[config.mk]
export PLATFORM = sky130hd
export DESIGN_NAME = sigma_mix_unit
export DESIGN_NICKNAME = d
export VERILOG_FILES = /design/src/rtl/sigma_mix_pkg.sv /design/src/rtl/sigma_mix_ctrl.sv /design/src/rtl/sigma_mix_dp.sv /design/src/rtl/sigma_mix_unit.sv
export SDC_FILE = /design/constraint.sdc
export NUM_CORES = 1
export LEC_CHECK = 0
export BUFFER_PORTS_ARGS = -buffer_cell sky130_fd_sc_hd__buf_4
export CAP_MARGIN = 25
export CORE_ASPECT_RATIO = 1.75
export CORE_UTILIZATION = 51
export CTS_BUF_LIST = sky130_fd_sc_hd__clkbuf_16
export CTS_CLUSTER_DIAMETER = 120
export DETAILED_ROUTE_END_ITERATION = 7
export GPL_TIMING_DRIVEN = 0
export PLACE_DENSITY = 0.72
export SYNTH_ARGS = -nofsm -noshare
export SYNTH_HDL_FRONTEND = slang
export SYNTH_SLANG_ARGS = --single-unit
[constraint.sdc]
create_clock -name clk -period 2.5 [get_ports clk]
set_clock_uncertainty 0.1 [all_clocks]
set_input_delay 0.5 -clock clk [delete_from_list [all_inputs] [get_ports clk]]
set_output_delay 0.5 -clock clk [all_outputs]
set_load 0.02 [all_outputs]
[src/rtl/sigma_mix_pkg.sv]
package sigma_mix_pkg;

  localparam int NUM_FUNCS = 6;
  localparam int NUM_FULL  = 4;
  localparam int SEL_W     = $clog2(NUM_FUNCS + 1);

  typedef struct packed {
    logic                 loadEn;
    logic                 addEn;
    logic                 legal;
    logic [NUM_FUNCS-1:0] selHot;
  } ctrlStrobes_t;

  // term 0: right shift, 1: left shift, 2 and 3: left rotates
  function automatic int fullAmt(input int idx, input int term);
    int amt;
    case (idx * 4 + term)
      0:  amt = 1;   1:  amt = 3;   2:  amt = 4;   3:  amt = 19;
      4:  amt = 1;   5:  amt = 2;   6:  amt = 8;   7:  amt = 23;
      8:  amt = 2;   9:  amt = 1;   10: amt = 12;  11: amt = 25;
      12: amt = 2;   13: amt = 2;   14: amt = 15;  15: amt = 29;
      default: amt = 0;
    endcase
    return amt;
  endfunction

  // right shift of the two-term functions
  function automatic int lightAmt(input int idx);
    return idx - NUM_FULL + 1;
  endfunction

endpackage

[src/rtl/sigma_mix_ctrl.sv]
module sigma_mix_ctrl
  import sigma_mix_pkg::*;
(
  input  logic             clk,
  input  logic             rstN,
  input  logic             inValid,
  input  logic             modeFused,
  input  logic [SEL_W-1:0] fnSel,
  output ctrlStrobes_t     strb,
  output logic             doneQ,
  output logic             illegalQ
);

  logic legalSel;
  assign legalSel = (fnSel < SEL_W'(NUM_FUNCS));

  generate
    for (genvar k = 0; k < NUM_FUNCS; k++) begin : gDec
      assign strb.selHot[k] = (fnSel == SEL_W'(k));
    end
  endgenerate

  assign strb.legal  = legalSel;
  assign strb.addEn  = modeFused & legalSel;
  assign strb.loadEn = inValid;

  always_ff @(posedge clk or negedge rstN) begin
    if (!rstN) begin
      doneQ    <= 1'b0;
      illegalQ <= 1'b0;
    end else begin
      doneQ <= inValid;
      if (inValid) illegalQ <= ~legalSel;
    end
  end

endmodule

[src/rtl/sigma_mix_dp.sv]
module sigma_mix_dp
  import sigma_mix_pkg::*;
#(
  parameter int WIDTH = 32
) (
  input  logic             clk,
  input  logic             rstN,
  input  ctrlStrobes_t     strb,
  input  logic [WIDTH-1:0] opX,
  input  logic [WIDTH-1:0] opY,
  output logic [WIDTH-1:0] resultQ
);

  logic [WIDTH-1:0] candVal [NUM_FUNCS];
  logic [WIDTH-1:0] sigmaVal;
  logic [WIDTH-1:0] addend;
  logic [WIDTH-1:0] sumVal;

  generate
    for (genvar g = 0; g < NUM_FUNCS; g++) begin : gFunc
      if (g < NUM_FULL) begin : gFull
        localparam int SR = fullAmt(g, 0);
        localparam int SL = fullAmt(g, 1);
        localparam int RA = fullAmt(g, 2);
        localparam int RB = fullAmt(g, 3);
        logic [WIDTH-1:0] rotA, rotB;
        assign rotA = (opX << RA) | (opX >> (WIDTH - RA));
        assign rotB = (opX << RB) | (opX >> (WIDTH - RB));
        assign candVal[g] = (opX >> SR) ^ (opX << SL) ^ rotA ^ rotB;
      end else begin : gLight
        localparam int SR = lightAmt(g);
        assign candVal[g] = (opX >> SR) ^ opX;
      end
    end
  endgenerate

  always_comb begin
    sigmaVal = '0;
    for (int k = 0; k < NUM_FUNCS; k++) begin
      if (strb.selHot[k]) sigmaVal = sigmaVal | candVal[k];
    end
  end

  assign addend = strb.addEn ? opY : '0;
  assign sumVal = sigmaVal + addend;

  always_ff @(posedge clk or negedge rstN) begin
    if (!rstN)            resultQ <= '0;
    else if (strb.loadEn) resultQ <= sumVal;
  end

endmodule

[src/rtl/sigma_mix_unit.sv]
module sigma_mix_unit
  import sigma_mix_pkg::*;
(
  input  logic        clk,
  input  logic        rstN,
  input  logic        inValid,
  input  logic        modeFused,
  input  logic [2:0]  fnSel,
  input  logic [31:0] opX,
  input  logic [31:0] opY,
  output logic [31:0] result,
  output logic        done,
  output logic        illegal
);

  ctrlStrobes_t strb;

  sigma_mix_ctrl uCtrl (
    .clk      (clk),
    .rstN     (rstN),
    .inValid  (inValid),
    .modeFused(modeFused),
    .fnSel    (fnSel),
    .strb     (strb),
    .doneQ    (done),
    .illegalQ (illegal)
  );

  sigma_mix_dp #(.WIDTH(32)) uDp (
    .clk    (clk),
    .rstN   (rstN),
    .strb   (strb),
    .opX    (opX),
    .opY    (opY),
    .resultQ(result)
  );

endmodule

==> flow_summary.yaml <==
timing:
  rsz0062_at_grt: "yes"
  setup_violations: 31
  period_minus_slack_ps: 3900
  finalHoldViolCount: 0
  fin_crit_sh_pct: 156
  max_freq_mhz: 257
  fin_ws_ps: -1400
  drv_slew: 0
  tightest_slew_ps: 791
  slew_headroom_pct: 47.3
  fin_tns_setup_ps: -33090
routing:
  vias: 8033
  ant_nets: 0
  drt_wl_total_mm: 32.0
  first_iter_violations: 645
  wl_per_cell_um: 25.3
  viasPerCell: 6.35
  route.detailed.drc: 0
  first_pass_iters: 7
placed_design:
  dp_slack_ps: -1930
  placed_cells: 1191
  dp_hpwl_mm: 21.8
  dpl_cell_area_mm2: 0.00879
  port_buffers: 87
  globalplace.congestion: 1.05
yosys:
  synth_top_area_share_pct: 28.4
  synth-seq-area-share_pct: 11.5
  yosys-top-cells-area: "xnor2_1 (28%), dfrtp_1 (11%), xor2_1 (8.8%), ha_1 (5.6%), mux2i_1 (4.5%)"
  synth_edf_count: 0
  mappedNetlistArea_mm2: 0.00740
  synth_top_area_cell: "xnor2_1"
  synth_cell_type_count: 70
  ys_seq_elements: 34
  synth_ff_type: "dfrtp_1"
  syn_inst: 927
  yosysMostFrequentCell: "xnor2_1"
  synth_area_per_cell_um2: 7.98
  async_flop_share_pct: 100
  ys_warn_count: 0
  syn_nets: 1032
  synthTopCellsByCount: "xnor2_1 (240), xor2_1 (74), nand2_1 (49), a21oi_1 (48), clkbuf_1 (43)"
clock_network:
  cts_tree: "yes"
  cts.clk_slew.worst_paths_ps: 50
  cts_made_buffers: 5
  clk_latency_ps: 290
  postCtsHoldBufs: 0
  cts.sinks: 34
  htreeDepth: 2
  clockBufferDepth: 2
  root_buffer: "clkbuf_16"
run:
  maxCapViolCount: 0
power_and_ir_drop:
  p_comb_share_pct: 72.0
  pwr-share-clk_pct: 11.8
  irDropWorstVdd_v: 0.000256
  switching_share_pct: 45.1
  p_seq_share_pct: 16.1
  p_sw_uw: 2280
  internal_power_uw: 2780
  power.leakage_uw: 0.00464
  pwr_density_cell_mw_per_mm2: 466
global_route:
  antenna_found_initial: 0
  grt_max_degree: 35
  grt_pass1_vias: 7848
  grt_pass1_wl_mm: 45.3
  grt-ovfl-total: 0
  grt_use_total_pct: 40.9
cells_and_area:
  antenna_cells: 0
  final_core_util_pct: 77.2
  instances_no_fill: 1265
  finalNetCount: 1192
  drive_above_1_share_pct: 38.1
  postLayoutCellArea_mm2: 0.0109
  area_delta_synth_final_pct: 46.6
floorplan:
  die_h_um: 161
  die_w_um: 93.1
  start_util_pct: 52.7
  io_pins: 105
  core_mm2: 0.0140
  num_rows: 57
  die_area_mm2: 0.0150
critical_path:
  critPathRequiredTime_ps: 2630
  cp_slowest_stage_delay_ps: 550
  cp-end-kind: "flip-flop"
  crit_top_cell: "buf_8"
  cp_cell_sequence: "buf_8 > buf_8 > mux2i_4 > xnor2_2 > a222oi_1 > o21ai_1 > ha_2 > fa_2 > a21o_4 > a31o_4 > nand2_4 > o221ai_4 > o311a_1 > or4_4 > nand3_2"
  arrival_ps: 4020
  critPathSlowestCell: "a222oi_1"
  path_class: "in2reg"
  start_kind: "input pin"
  cp_max_fo: 6
hold_path:
  hold_class: "in2async"
outcome:
  violations: "negative setup slack"
  outcome: "finished, violations left"
registers in the layout (all words and copies together), names as in the netlist:
| register | flops |
|---|---|
| uCtrl.doneQ | 1 |
| uCtrl.illegalQ | 1 |
| uDp.resultQ | 32 |
metal layers:
metal | part of all wire (%) | track usage (%) | vias up
met4 | 11 | 37.6 | 0
li1 | - | - | 3532
met2 | 49 | 70.5 | 505
met3 | 7.5 | 7.67 | 182
met1 | 32 | 40.4 | 3814
met5 | 0 | 0 | -
critical path, delay by kind of cell:
family,cells,cell delay [ps]
adder cells (fa/ha/maj),2,600
AND/OR/NAND/NOR,3,610
XOR/XNOR,1,150
buffers and inverters,2,230
multiplexers,1,190
AO/OA/AOI/OAI,6,1740
power groups by stage:
stage | sequential (uW) | clock (uW) | combinational [uW]
3_3_place_gp | 807 | 0 | 2840
5_1_grt | 832 | 617 | 3810
6_report | 814 | 598 | 3640
2_1_floorplan | 1010 | 0 | 1860
4_1_cts | 810 | 587 | 3250
3_5_place_dp | 814 | 0 | 2880
cell families after synthesis:
logic type	Yosys count	synth area share (%)
adders and majority gates	34	5.85
DFF	34	11.5
muxes	52	7.36
AOI/OAI and AO/OA	220	20.3
xor gates and xnor gates	314	37.2
and+or+nand+nor	171	12.1
buffers and inverters	102	5.66
through the flow:
step           power, uW  hold WS [ps]
5_1_grt             5260          82.5
6_report            5050          41.7
3_5_place_dp        3690           365
3_3_place_gp        3650           362
4_1_cts             4640          62.0
2_1_floorplan       2870           104
path summary, 6_finish.rpt:
path | start | to | slack, ps | cells past startpoint
max | fnSel[0] | uDp.resultQ[28] | -1400 | 15
min | rstN | uCtrl.illegalQ | 40 | 1
max reg2reg | uDp.resultQ[26] | uDp.resultQ[26] | 1410 | 2
min reg2reg | uDp.resultQ[31] | uDp.resultQ[31] | 390 | 2
max in group asynchronous | rstN | uDp.resultQ[31] | 1940 | 1
min in group clk | inValid | uCtrl.doneQ | 230 | 1
final cells by class:
type,instances,area (um^2)
clock inverter,3,11.3
inverter,15,56.3
timing repair buffer,158,1330
tap,177,221
sequential,34,851
buffer,82,785
multi-input combinational,791,7470
clock buffer,5,125
fill,995,3200
layout by cell type (no fill, tap or decap), types with 5 or more instances in the layout:
cell type,count
ha_1,24
nand3_1,9
buf_6,30
a21oi_1,28
mux2i_1,32
xor2_4,9
ha_2,5
dfrtp_1,34
inv_1,14
nand2_1,45
and2_1,32
buf_2,8
xnor2_4,10
o211ai_1,9
o22ai_1,28
xor2_1,54
a22oi_1,10
clkbuf_2,10
clkbuf_4,8
xnor2_2,34
clkbuf_1,9
o21ai_0,17
buf_4,148
buf_12,9
mux2_4,17
o21ai_1,11
a21o_1,13
nand4_1,12
a211o_1,18
nor2_1,25
xor2_2,11
buf_8,6
a21oi_2,16
clkbuf_16,8
xnor2_1,196
clkbuf_8,7
what timing repair did:
action,in CTS,in global routing
resized for setup,167,109
endpoints found under the setup margin,32,31
hold endpoints to repair,0,0
cloned,2,0
setup buffers,48,22
pin swaps,65,53
Power figures use the tool's default switching activity.
